--- config.mk ---
export PLATFORM = sky130hd
export DESIGN_NAME = rate_buffer_monitor
export DESIGN_NICKNAME = d
export VERILOG_FILES = /design/src/rtl/rcm_pkg.sv /design/src/rtl/rcm_datapath.sv /design/src/rtl/rcm_control.sv /design/src/rtl/rate_buffer_monitor.sv
export SDC_FILE = /design/constraint.sdc
export NUM_CORES = 1
export LEC_CHECK = 0
export BUFFER_PORTS_ARGS = -buffer_cell sky130_fd_sc_hd__buf_2
export CORE_UTILIZATION = 50
export DETAILED_ROUTE_END_ITERATION = 16
export PLACE_DENSITY = 0.86
export SETUP_SLACK_MARGIN = 0.5
export SLEW_MARGIN = 10
export SYNTH_ARGS = -nofsm -noshare
export SYNTH_HDL_FRONTEND = slang
export SYNTH_SLANG_ARGS = --single-unit
--- constraint.sdc ---
create_clock -name clk -period 3.6 [get_ports clk]
set_clock_uncertainty 0.1 [all_clocks]
set_input_delay 0.18 -clock clk [delete_from_list [all_inputs] [get_ports clk]]
set_output_delay 0.18 -clock clk [all_outputs]
set_load 0.01 [all_outputs]
--- src/rtl/rcm_pkg.sv ---
package rcm_pkg;

  typedef enum logic [1:0] {
    ST_NORMAL = 2'd0,
    ST_SLOW   = 2'd1,
    ST_FAST   = 2'd2
  } rateState_e;

  // strobes from control to datapath
  typedef struct packed {
    logic loadHold;
    logic clearHold;
  } holdCtl_t;

  // comparison results from datapath to control
  typedef struct packed {
    logic atHigh;
    logic atLow;
    logic atOrBelowMid;
    logic atOrAboveMid;
    logic cfgBad;
    logic holdDone;
  } levelStat_t;

endpackage

--- src/rtl/rcm_datapath.sv ---
module rcm_datapath
  import rcm_pkg::*;
#(
  parameter int LEVEL_W    = 7,
  parameter int HOLD_W     = 8,
  parameter int FULL_LEVEL = 64
) (
  input  logic               clk,
  input  logic               rst_n,
  input  logic [LEVEL_W-1:0] level,
  input  logic [LEVEL_W-1:0] hiThresh,
  input  logic [LEVEL_W-1:0] loThresh,
  input  logic [HOLD_W-1:0]  holdCycles,
  input  holdCtl_t           ctl,
  output levelStat_t         stat,
  output logic               emptyFlag,
  output logic               fullFlag
);

  localparam int SUM_W = LEVEL_W + 1;
  localparam logic [LEVEL_W-1:0] FULL_MARK = LEVEL_W'(FULL_LEVEL);

  logic [SUM_W-1:0]   threshSum;
  logic [LEVEL_W-1:0] midLevel;
  logic [HOLD_W-1:0]  holdCnt;

  // midpoint without overflow: keep the carry bit, then halve
  always_comb begin
    threshSum = {1'b0, hiThresh} + {1'b0, loThresh};
    midLevel  = threshSum[SUM_W-1:1];
  end

  always_comb begin
    stat.atHigh       = (level >= hiThresh);
    stat.atLow        = (level <= loThresh);
    stat.atOrBelowMid = (level <= midLevel);
    stat.atOrAboveMid = (level >= midLevel);
    stat.cfgBad       = (hiThresh <= loThresh);
    stat.holdDone     = (holdCnt == '0);
  end

  // hold-off counter paces repeated requests
  always_ff @(posedge clk) begin
    if (!rst_n) begin
      holdCnt <= '0;
    end else if (ctl.loadHold) begin
      holdCnt <= holdCycles;
    end else if (ctl.clearHold) begin
      holdCnt <= '0;
    end else if (holdCnt != '0) begin
      holdCnt <= holdCnt - 1'b1;
    end
  end

  // occupancy extremes, independent of the request logic
  always_ff @(posedge clk) begin
    if (!rst_n) begin
      emptyFlag <= 1'b0;
      fullFlag  <= 1'b0;
    end else begin
      emptyFlag <= (level == '0);
      fullFlag  <= (level >= FULL_MARK);
    end
  end

endmodule

--- src/rtl/rcm_control.sv ---
module rcm_control
  import rcm_pkg::*;
(
  input  logic       clk,
  input  logic       rst_n,
  input  levelStat_t stat,
  output holdCtl_t   ctl,
  output logic       reqPulse,
  output logic       reqSlow,
  output logic [1:0] reqState,
  output logic       cfgErr
);

  rateState_e curState;
  rateState_e nxtState;
  logic       firePulse;
  logic       fireSlow;

  always_comb begin
    nxtState  = curState;
    firePulse = 1'b0;
    fireSlow  = 1'b0;
    ctl       = '0;
    if (stat.cfgBad) begin
      nxtState      = ST_NORMAL;
      ctl.clearHold = 1'b1;
    end else begin
      unique case (curState)
        ST_NORMAL: begin
          if (stat.atHigh) begin
            nxtState     = ST_SLOW;
            firePulse    = 1'b1;
            fireSlow     = 1'b1;
            ctl.loadHold = 1'b1;
          end else if (stat.atLow) begin
            nxtState     = ST_FAST;
            firePulse    = 1'b1;
            ctl.loadHold = 1'b1;
          end
        end
        ST_SLOW: begin
          if (stat.atOrBelowMid) begin
            nxtState = ST_NORMAL;
          end else if (stat.atHigh && stat.holdDone) begin
            firePulse    = 1'b1;
            fireSlow     = 1'b1;
            ctl.loadHold = 1'b1;
          end
        end
        ST_FAST: begin
          if (stat.atOrAboveMid) begin
            nxtState = ST_NORMAL;
          end else if (stat.atLow && stat.holdDone) begin
            firePulse    = 1'b1;
            ctl.loadHold = 1'b1;
          end
        end
        default: nxtState = ST_NORMAL;
      endcase
    end
  end

  always_ff @(posedge clk) begin
    if (!rst_n) begin
      curState <= ST_NORMAL;
      reqPulse <= 1'b0;
      reqSlow  <= 1'b0;
      cfgErr   <= 1'b0;
    end else begin
      curState <= nxtState;
      reqPulse <= firePulse;
      reqSlow  <= fireSlow;
      cfgErr   <= stat.cfgBad;
    end
  end

  assign reqState = curState;

endmodule

--- src/rtl/rate_buffer_monitor.sv ---
module rate_buffer_monitor
  import rcm_pkg::*;
#(
  parameter int LEVEL_W    = 7,
  parameter int HOLD_W     = 8,
  parameter int FULL_LEVEL = 64
) (
  input  logic               clk,
  input  logic               rst_n,
  input  logic [LEVEL_W-1:0] level,
  input  logic [LEVEL_W-1:0] hiThresh,
  input  logic [LEVEL_W-1:0] loThresh,
  input  logic [HOLD_W-1:0]  holdCycles,
  output logic               reqPulse,
  output logic               reqSlow,
  output logic [1:0]         reqState,
  output logic               cfgErr,
  output logic               emptyFlag,
  output logic               fullFlag
);

  holdCtl_t   holdCtl;
  levelStat_t levelStat;

  rcm_datapath #(
    .LEVEL_W   (LEVEL_W),
    .HOLD_W    (HOLD_W),
    .FULL_LEVEL(FULL_LEVEL)
  ) u_dp (
    .clk       (clk),
    .rst_n     (rst_n),
    .level     (level),
    .hiThresh  (hiThresh),
    .loThresh  (loThresh),
    .holdCycles(holdCycles),
    .ctl       (holdCtl),
    .stat      (levelStat),
    .emptyFlag (emptyFlag),
    .fullFlag  (fullFlag)
  );

  rcm_control u_ctl (
    .clk     (clk),
    .rst_n   (rst_n),
    .stat    (levelStat),
    .ctl     (holdCtl),
    .reqPulse(reqPulse),
    .reqSlow (reqSlow),
    .reqState(reqState),
    .cfgErr  (cfgErr)
  );

endmodule

# [Yosys cells after proc, flatten, opt, wreduce, memory -nomap -nowiden]
# Index checks and enable logic that the tools add are counted.
[op_classes] n_bitwise=1 addsub=2 order_cmp=6 n_mux=19 reduce_logical=9 eq_ne=5
[op_table] operator="$mux 8" count=3
[op_table] operator="$le 7x7->1" count=3
[op_table] operator="$ge 7x7->1" count=2
[op_table] operator="$mux 1" count=9
[op_table] operator="$add 7x7->8" count=1
[op_table] operator="$logic_not 8->1" count=1
[op_table] operator="$mux 2" count=4
[op_table] operator="$reduce_bool 8->1" count=1
[op_table] operator="$sub 8x1->8 const B" count=1
[op_table] operator="$ge 7x7->1 const B" count=1
[op_table] operator="$logic_not 7->1" count=1
[op_table] operator="$pmux 2 s3" count=1
[op_table] operator="$ne 2x2->1 const B" count=2
[op_table] operator="$ne 3x1->1 const B" count=1
[op_table] operator="$pmux 1 s3" count=1
[op_table] operator="$reduce_and 3->1" count=1
[op_table] operator="$reduce_bool 3->1" count=1
[op_table] operator="$eq 2x1->1 const B" count=1
[op_table] operator="$eq 2x2->1 const B" count=1
[op_table] operator="$logic_and 1x1->1" count=2
[op_table] operator="$logic_not 2->1" count=1
[op_table] operator="$pmux 1 s2" count=1
[op_table] operator="$reduce_or 2->1" count=1
[op_table] operator="$not 1->1" count=1
[totals] register_bits=15 out_inout_bits=7 wordCells=49

# [Depth between registers and ports, before layout]
# Gate-level depths: netlist of run 1.
[depth] ltp_word=7 depth_mapped=16 ltp_nobuf=15

# [Hierarchy]
# From an unflattened synthesis of run 1, not the netlist that was laid out.
[unflattened] hier_cells=211 area_unflattened_um2=1737.9
[modules_own_cells] module="rcm_datapath" area_per_inst_um2=1520.2 n_inst=1 cells_per_inst=187
[modules_own_cells] module="rcm_control" area_per_inst_um2=217.7 n_inst=1 cells_per_inst=24

# [Worst setup path after synthesis of run 1]
# Ideal clock, no wire load.
[synth_path] path_type="input-to-reg" start="input hiThresh[0]" end="register u_ctl.reqPulse" path_buffers=1 path_slack_ns=0.580 arrival_time_ns=2.805 cell_stages=16 path_cell_list="ha_1 fa_1 nor2b_1 o21a_1 o21bai_1 a21oi_1 nor2_1 xnor2_1 ha_1 nand2_1 o21ai_1 o21ba_1 nor4b_2 o32a_1 buf_6 and2_1"
[synth_via] elab_chain_len=6
[synth_rtl] element="start, declared" line_no="rate_buffer_monitor.sv:11" rtl="input logic [LEVEL_W-1:0] hiThresh,"
[synth_rtl] element="parallel branches: the longest is 5 deep, another holds $add 7x7->8"
[synth_rtl] element="$mux 1 *"
[synth_rtl] element="end signal, assigned" line_no="rcm_control.sv:71" rtl="reqPulse <= firePulse;"
[synth_rtl] element="end, declared" line_no="rcm_control.sv:8" rtl="output logic reqPulse,"
# Every way passes the cells marked *.
# A chain may end at the register's enable or synchronous reset.

# [Worst setup path after layout of run 1]
[layout_path] start="input loThresh[1]" end="register u_dp.holdCnt[7]"
[layout_via] elab_chain_len=7
[layout_rtl] element="start, declared" line_no="rate_buffer_monitor.sv:12" rtl="input logic [LEVEL_W-1:0] loThresh,"
[layout_rtl] element="parallel branches: the longest is 7 deep, another holds $add 7x7->8"
[layout_rtl] element="end signal, assigned" line_no="rcm_datapath.sv:47" rtl="holdCnt <= holdCycles;"
[layout_rtl] element="end signal, assigned" line_no="rcm_datapath.sv:51" rtl="holdCnt <= holdCnt - 1'b1;"
[layout_rtl] element="end, declared" line_no="rcm_datapath.sv:25" rtl="logic [HOLD_W-1:0] holdCnt;"
# Parallel ways; which one is timed is not known.

==> summary.txt, run 1 <==
Global route
  • Total track usage: 21.7%
  • Total congestion overflow: 0
  • First-pass GRT wire length: 5930 um
  • Initial antenna violation count: 0
  • Largest net degree at the start of global routing: 21
  • Vias in the first global route: 1416

Worst hold path
  • Hold Path End: u_dp.holdCnt[1]$_SDFFE_PN0P_
  • Class of the worst hold path: primary input to flop
  • Hold path cells: 3
  • Min-delay src: holdCycles[1]

Synth
  • Synth Cell Area: 1680 sq um
  • Number of synthesized flops with an enable pin: 0
  • Mapped Cells: 201
  • Compound-Gate Fraction of Synth Area: 15.5%
  • Largest family of logic cells by synthesized area: adder cells
  • FFs w/ async S/R, synth: 0%
  • Multiplexer share of the synthesized area: 5.44%
  • Xor and xnor area share after synthesis: 5.22%
  • Syn_area_per_cell: 8.35 sq um
  • Yosys reg bits: 15
  • Adder-Cell Fraction of Synth Area: 28.0%
  • Post-synthesis simple-gate area fraction: 21.6%
  • Post-synth top flop: dfxtp_1
  • Post-Syn Nets: 269
  • Post-synthesis cell type count: 44
  • Register area share after synthesis: 17.9%
  • Yosys warns: 0

Worst setup path
  • Setup CP Type: primary input to flop
  • Slowest-stage cell, CP: nor4b_4
  • R2R cell count: 5
  • R2R setup slack: 1550 ps
  • Worst Path Required: 3720 ps
  • CP peak stage delay: 290 ps
  • Cells along the critical path: buf_2 -> inv_1 -> ha_1 -> inv_1 -> a21oi_1 -> o21bai_1 -> a21oi_1 -> o21a_1 -> o31a_1 -> ha_4 -> a21oi_2 -> o21ai_2 -> o21ba_2 -> nor4b_4 -> o32a_4 -> mux2i_1
  • FF-to-FF End: u_dp.holdCnt[7]$_SDFFE_PN0P_
  • CP startpoint kind: primary input
  • Critical path peak fanout: 5
  • R2R Path Start: u_dp.holdCnt[3]$_SDFFE_PN0P_
  • Critical Path Sink Type: flop
  • CP delay by family, top: compound AO/OA/AOI/OAI gates
  • Worst path arrival time: 3060 ps
  • Worst Path Buf+Inv: 3

Clocking
  • Clk sinks: 15
  • Skew-Pair Late Insertion Delay: 290 ps
  • Clk slew on worst S/H paths: 100 ps
  • TritonCTS Buffers: 3
  • Setup Buffers After CTS: 0
  • CTS Hold Bufs: 0
  • CTS Buffer Depth: 2
  • TritonCTS clock tree: done
  • CTS Root Cell: clkbuf_4
  • H-tree depth: 1

Die
  • Ports: 38
  • Die width: 59.9 um
  • Core box area: 3130 sq um
  • Die area: 3590 sq um
  • Site Rows: 20
  • Die Ht: 59.9 um
  • Initial Utilization: 53.6%

Timing
  • Final period utilization: 81.7%
  • Final Hold Fails: 0
  • Final Max Slew Viols: 0
  • # setup viols final: 0
  • Unrepaired setup endpoints after global routing: false
  • Final TNS setup: 0 ps
  • Max_slew headroom: 74.7%
  • Worst Tran Pin Value: 375 ps
  • Fmax: 340 MHz
  • Min Tclk post-route: 2940 ps

Layout
  • Area Overhead vs Synth: 19.8%
  • Share of layout cells above drive strength 1: 22.8%
  • Nets: 310
  • Post-Layout Cell Count: 285
  • Post-layout util: 64.2%
  • Antenna fix cells: 0

Placement
  • IO buf count: 37
  • Routability cong.: 0.889
  • Dpl hpwl: 2920 um
  • Post-Place Cells: 280

Run status
  • Status: finished clean

Route
  • ANT nets after route: 0
  • Via density: 5.52
  • Vias: 1572
  • Detailed Route Iter0 Violations: 44
  • DRC viols: 0
  • WL/cell: 13.4 um
  • Drt pass-1 iters: 4
  • Final WL: 3830 um

Power
  • Leakage power: 1.01 nW
  • Pwr per Cell Area: 324 nW/um^2
  • VDD IR-drop max: 0.109 mV

Flow run
  • Maxcap violations: 0
-- cell usage in the layout (no fill, tap or decap), drive strengths merged, types with 2 or more instances in the layout --
cell type	count
buf	38
ha	36
inv	23
nand2	18
dfxtp	15
a21oi	14
nand3	9
nor2	8
mux2i	8
xnor2	7
nand4	5
o21ai	5
o21bai	4
nor2b	4
xor2	3
o21a	3
and3	3
and2	3
clkbuf	3
a21boi	3
or3	2
a31oi	2
nand3b	2
o2111ai	2
o32a	2
and4b	2
nor3	2
nor4	2
nor4b	2
-- cells by family (layout without fill, tap and decap cells) --
| group | after synthesis | after routing |
|---|---|---|
| multiplexers | 9 | 9 |
| AND/OR/NAND/NOR | 64 | 64 |
| buffers and inverters | 26 | 65 |
| XOR/XNOR | 10 | 10 |
| flip-flops | 15 | 15 |
| AO/OA/AOI/OAI | 40 | 41 |
| adder cells (fa/ha/maj) | 37 | 37 |
-- cell type report --
cell class	instances	area [sq um]
clock buffers	3	22.5
inverters	23	86.3
well taps	44	55.1
clock inverters	1	5.00
fillers	283	1120
flip-flops and latches	15	300
repair buffers	38	193
multi-input cells	161	1350
-- through the flow --
step           total power, mW  worst slack, ps  hold slack, ps  instance area (sq um)
2_1_floorplan            0.440              580             202                   1680
3_3_place_gp             0.505              201             330                   1910
3_5_place_dp             0.515              126             336                   1910
4_1_cts                  0.615              519            24.9                   1950
5_1_grt                  0.702              527            31.0                   2010
6_report                 0.651              660            18.1                   2010
-- cell usage after synthesis, drive strengths merged (2+ instances only) --
master   number  share of area (%)
and4b         2                1.2
ha           36                 27
nand3         9                3.0
nor2          8                1.8
nand4         5                1.9
nor4          2                1.6
and2          3                1.1
nor2b         4                1.5
clkbuf        2               0.45
a31oi         2               0.75
dfxtp        15                 18
a21oi        14                4.2
inv          23                5.1
xor2          3                1.6
nand2        18                4.0
or3           2               0.75
o21bai        4                1.8
o21a          3                1.3
a21boi        3                1.3
nand3b        2               0.89
o21ai         5                1.5
and3          3                1.1
o2111ai       2                1.0
nor4b         2                1.4
xnor2         7                3.7
mux2i         8                4.8
nor3          2               0.60
-- state kept, by name, indices dropped and copies added, names as in the netlist --
signal	cells
u_dp.fullFlag	1
u_dp.holdCnt	8
u_ctl.reqState	2
u_dp.emptyFlag	1
u_ctl.reqPulse	1
u_ctl.reqSlow	1
u_ctl.cfgErr	1
-- how the worst max path moves through the flow --
stage	start	end	slack (ps)	cells after the start
final	loThresh[1]	u_dp.holdCnt[7]$_SDFFE_PN0P_	660	16
after global routing	loThresh[1]	u_dp.holdCnt[7]$_SDFFE_PN0P_	530	16
after CTS	hiThresh[0]	u_ctl.reqPulse$_SDFF_PN0_	520	16
after detailed placement	hiThresh[0]	u_dp.holdCnt[7]$_SDFFE_PN0P_	130	16
after global placement	hiThresh[0]	u_ctl.reqPulse$_SDFF_PN0_	200	16
after floorplan	hiThresh[0]	u_ctl.reqPulse$_SDFF_PN0_	580	16
-- power breakdown --
group          internal, mW  total [mW]  switching [mW]  leakage, nW
registers             0.182       0.198          0.0168        0.123
clock network        0.0413      0.0974          0.0560       0.0177
logic                 0.166       0.355           0.189        0.867
total                 0.389       0.651           0.262         1.01
-- timing repair --
item                       CTS  global route
gates resized for setup      2            10
pin swaps                    1             3
cloned                       0             1
setup endpoints to repair    9             9
-- worst register-to-register path, stage by stage, from the launching register on --
cell     delay [ps]
dfxtp_1         380
nor4_4          400
nand3_2         250
nor4b_4         400
o32a_4          260
mux2i_1         180
-- routing by layer --
| layer | share of wire [%] | up-vias | global-route usage, % |
|---|---|---|---|
| li1 | - | 796 | - |
| met3 | 4.0 | 7 | 2.38 |
| met2 | 49 | 49 | 36.3 |
| met5 | 0 | - | 0 |
| met4 | 0.86 | 0 | 8.64 |
| met1 | 46 | 720 | 28.4 |
(Power assumes the default switching activity.)
==> inputs of run 2 (changes only) <==
- CORE_UTILIZATION: 50 -> 49
- PLACE_DENSITY: 0.86 -> 0.87
- clock period: 3.6 -> 2.4 ns (I/O delays scaled with it)
==> summary.txt, run 2 (same netlist as run 1, synthesis figures left out) <==
Worst hold path
  • Min-delay src: rst_n
  • Class of the worst hold path: primary input to flop
  • Hold Path End: u_dp.fullFlag$_SDFF_PN0_
  • Hold path cells: 2 (-1)

Worst setup path
  • Worst Path Required: 2520 ps (-1200 ps)
  • Worst path arrival time: 2980 ps (-80 ps)
  • R2R cell count: 7 (+2)
  • R2R setup slack: 320 ps (-1230 ps)
  • Cells along the critical path: buf_6 -> ha_4 -> fa_2 -> nor2b_4 -> o21a_1 -> o21bai_1 -> a21oi_1 -> nor2_1 -> xnor2_1 -> ha_1 -> nand2_1 -> o21ai_2 -> buf_4 -> o2111ai_2 -> nor2b_1 -> o32a_1 -> buf_6 -> mux2i_1
  • FF-to-FF End: u_dp.holdCnt[3]$_SDFFE_PN0P_
  • CP most frequent cell: buf_6
  • CP peak stage delay: 350 ps (+60 ps)
  • Crit. Startpoint: hiThresh[0]
  • CP startpoint kind: primary input
  • Critical Path Sink Type: flop
  • Slowest-stage cell, CP: fa_2
  • Setup CP Type: primary input to flop
  • Critical path peak fanout: 5 (unchanged)
  • R2R Path Start: u_dp.holdCnt[3]$_SDFFE_PN0P_

Route
  • Routed wl met3: 269 um (+75%)
  • Final WL: 5130 um (+34%)
  • M1 wire length: 2060 um (+16%)
  • Vias: 1847 (+17%)
  • ANT nets after route: 0 (unchanged)
  • Detailed Route Iter0 Violations: 72 (+64%)
  • Met2 WL: 2670 um (+43%)
  • Via density: 5.61 (+1.8%)
  • WL/cell: 15.6 um (+16%)
  • Drt pass-1 iters: 4 (unchanged)
  • Top layer in use: met4
  • DRC viols: 0 (unchanged)

Layout
  • Post-layout util: 77.5% (+13 points)
  • Area Overhead vs Synth: 45.7%
  • Seq. cell area: 300 sq um (unchanged)
  • # fillers: 214 (-24%)
  • Commonest non-fill, non-tap cells in the layout: buf_4, buf_2, ha_1, inv_1, nand2_1
  • Final Instance Area: 2440 sq um (+22%)
  • Commonest non-fill, non-tap cell in the layout: buf_4
  • Multi-input logic area: 1380 sq um (+2.3%)
  • Largest register FFs: 8 (unchanged)
  • Share of layout cells above drive strength 1: 35.1% (+12 points)
  • Antenna fix cells: 0 (unchanged)
  • Register with the most flip-flops: u_dp.holdCnt
  • Nets: 354 (+14%)

Clocking
  • Clk sinks: 15 (unchanged)
  • TritonCTS clock tree: done
  • Clk slew on worst S/H paths: 90 ps (about the same)
  • CTS Buffer Depth: 2 (unchanged)
  • TritonCTS Buffers: 3 (unchanged)
  • Skew-Pair Late Insertion Delay: 290 ps (about the same)
  • H-tree depth: 1 (unchanged)
  • CTS Root Cell: clkbuf_4

Power
  • Leakage power: 1.22 nW (+21%)
  • Switching power of the nets: 0.437 mW (+67%)
  • Pwr per Cell Area: 454 nW/um^2 (+40%)
  • Power share of the clock group: 13.4% (-1.6 points)
  • Final Power: 1.11 mW (+71%)
  • Combinational power share: 59.7% (+5.2 points)
  • VDD IR-drop max: 0.188 mV (+72%)
  • Sw Ratio: 39.3% (-0.97 points)
  • Part of the power in registers: 26.9% (-3.6 points)
  • Int Power: 0.674 mW (+74%)

Placement
  • Setup WS pre-CTS: -718 ps (-844 ps)
  • Dpl hpwl: 3640 um (+25%)
  • DP Area: 2180 sq um (+14%)
  • Routability cong.: 0.900 (+1.2%)
  • IO buf count: 37 (unchanged)

Timing
  • Final Hold Fails: 0 (unchanged)
  • Setup WS post-layout: -457 ps (-1120 ps)
  • Final period utilization: 119%
  • Worst Tran Pin Value: 355 ps (-20.1 ps)
  • Final Max Slew Viols: 0 (unchanged)
  • Unrepaired setup endpoints after global routing: true
  • # setup viols final: 10 (+10)
  • Fmax: 350 MHz
  • Min Tclk post-route: 2860 ps
  • Max_slew headroom: 76.0% (+1.4 points)
  • Min Hold Slack: 21.3 ps (+3.22 ps)

Global route
  • Initial antenna violation count: 0 (unchanged)
  • Total track usage: 28.0% (+6.2 points)
  • Total congestion overflow: 0 (unchanged)
  • Vias in the first global route: 1832 (+29%)
  • First-pass GRT wire length: 7660 um (+29%)
  • Largest net degree at the start of global routing: 21 (unchanged)

Die
  • Core box area: 3150 sq um (+0.80%)
  • Die width: 60.5 um (+0.98%)
  • Initial Utilization: 53.2% (-0.43 points)
  • Site Rows: 20 (unchanged)
  • Ports: 38 (unchanged)
  • Die area: 3660 sq um (+2.0%)
  • Die Ht: 60.5 um (+0.98%)

Flow run
  • Maxcap violations: 0 (unchanged)

Run status
  • Failing checks: negative setup slack
  • Status: complete, but fails checks
==> run 2: through the flow <==
stage                     std cells  TNS, ps
after floorplan                 201    -3490
after CTS                       326    -3200
after global placement          312    -6040
after detailed placement        312    -7130
final                           329    -4020
after global routing            329    -5010
==> run 2: power groups by stage <==
stage / sequential, mW / combinational (mW) / clock, mW
CTS: 0.297 / 0.599 / 0.151
global placement: 0.302 / 0.533 / 0
detailed placement: 0.303 / 0.559 / 0
finish: 0.299 / 0.664 / 0.149
floorplan: 0.302 / 0.367 / 0
global route: 0.301 / 0.724 / 0.157
==> run 2: layer usage <==
layer / global-route usage [%] / vias to the layer above
met3: 3.62 / 12
met4: 8.77 / 0
met2: 53.7 / 84
li1: - / 880
met5: 0 / -
met1: 31.7 / 871
==> run 2: worst max-delay path: cells and delay by family <==
family / cells / cell delay [ps]
buffers and inverters: 3 / 410
AO/OA/AOI/OAI: 6 / 930
adder cells (fa/ha/maj): 3 / 800
AND/OR/NAND/NOR: 4 / 460
XOR/XNOR: 1 / 80
multiplexers: 1 / 180
==> run 2: worst max-delay path by stage <==
stage	end
2_1_floorplan	u_ctl.reqPulse$_SDFF_PN0_
3_3_place_gp	u_ctl.reqPulse$_SDFF_PN0_
3_5_place_dp	u_ctl.reqPulse$_SDFF_PN0_
4_1_cts	u_ctl.reqPulse$_SDFF_PN0_
5_1_grt	u_dp.holdCnt[3]$_SDFFE_PN0P_
6_report	u_dp.holdCnt[3]$_SDFFE_PN0P_
==> run 2: final cells by class <==
| class | instances | share of cell area (%) |
|---|---|---|
| inverter | 23 | 3.94 |
| tap | 44 | 2.25 |
| multi-input combinational | 160 | 56.4 |
| clock buffer | 4 | 1.07 |
| sequential | 15 | 12.3 |
| timing repair buffer | 83 | 24.1 |
==> run 2: what timing repair did <==
action	in CTS	in global routing
pin swaps	4	8
hold buffers	8	0
setup endpoints to repair	12	12
hold endpoints to repair	8	0
resized for setup	10	20
setup buffers	2	3
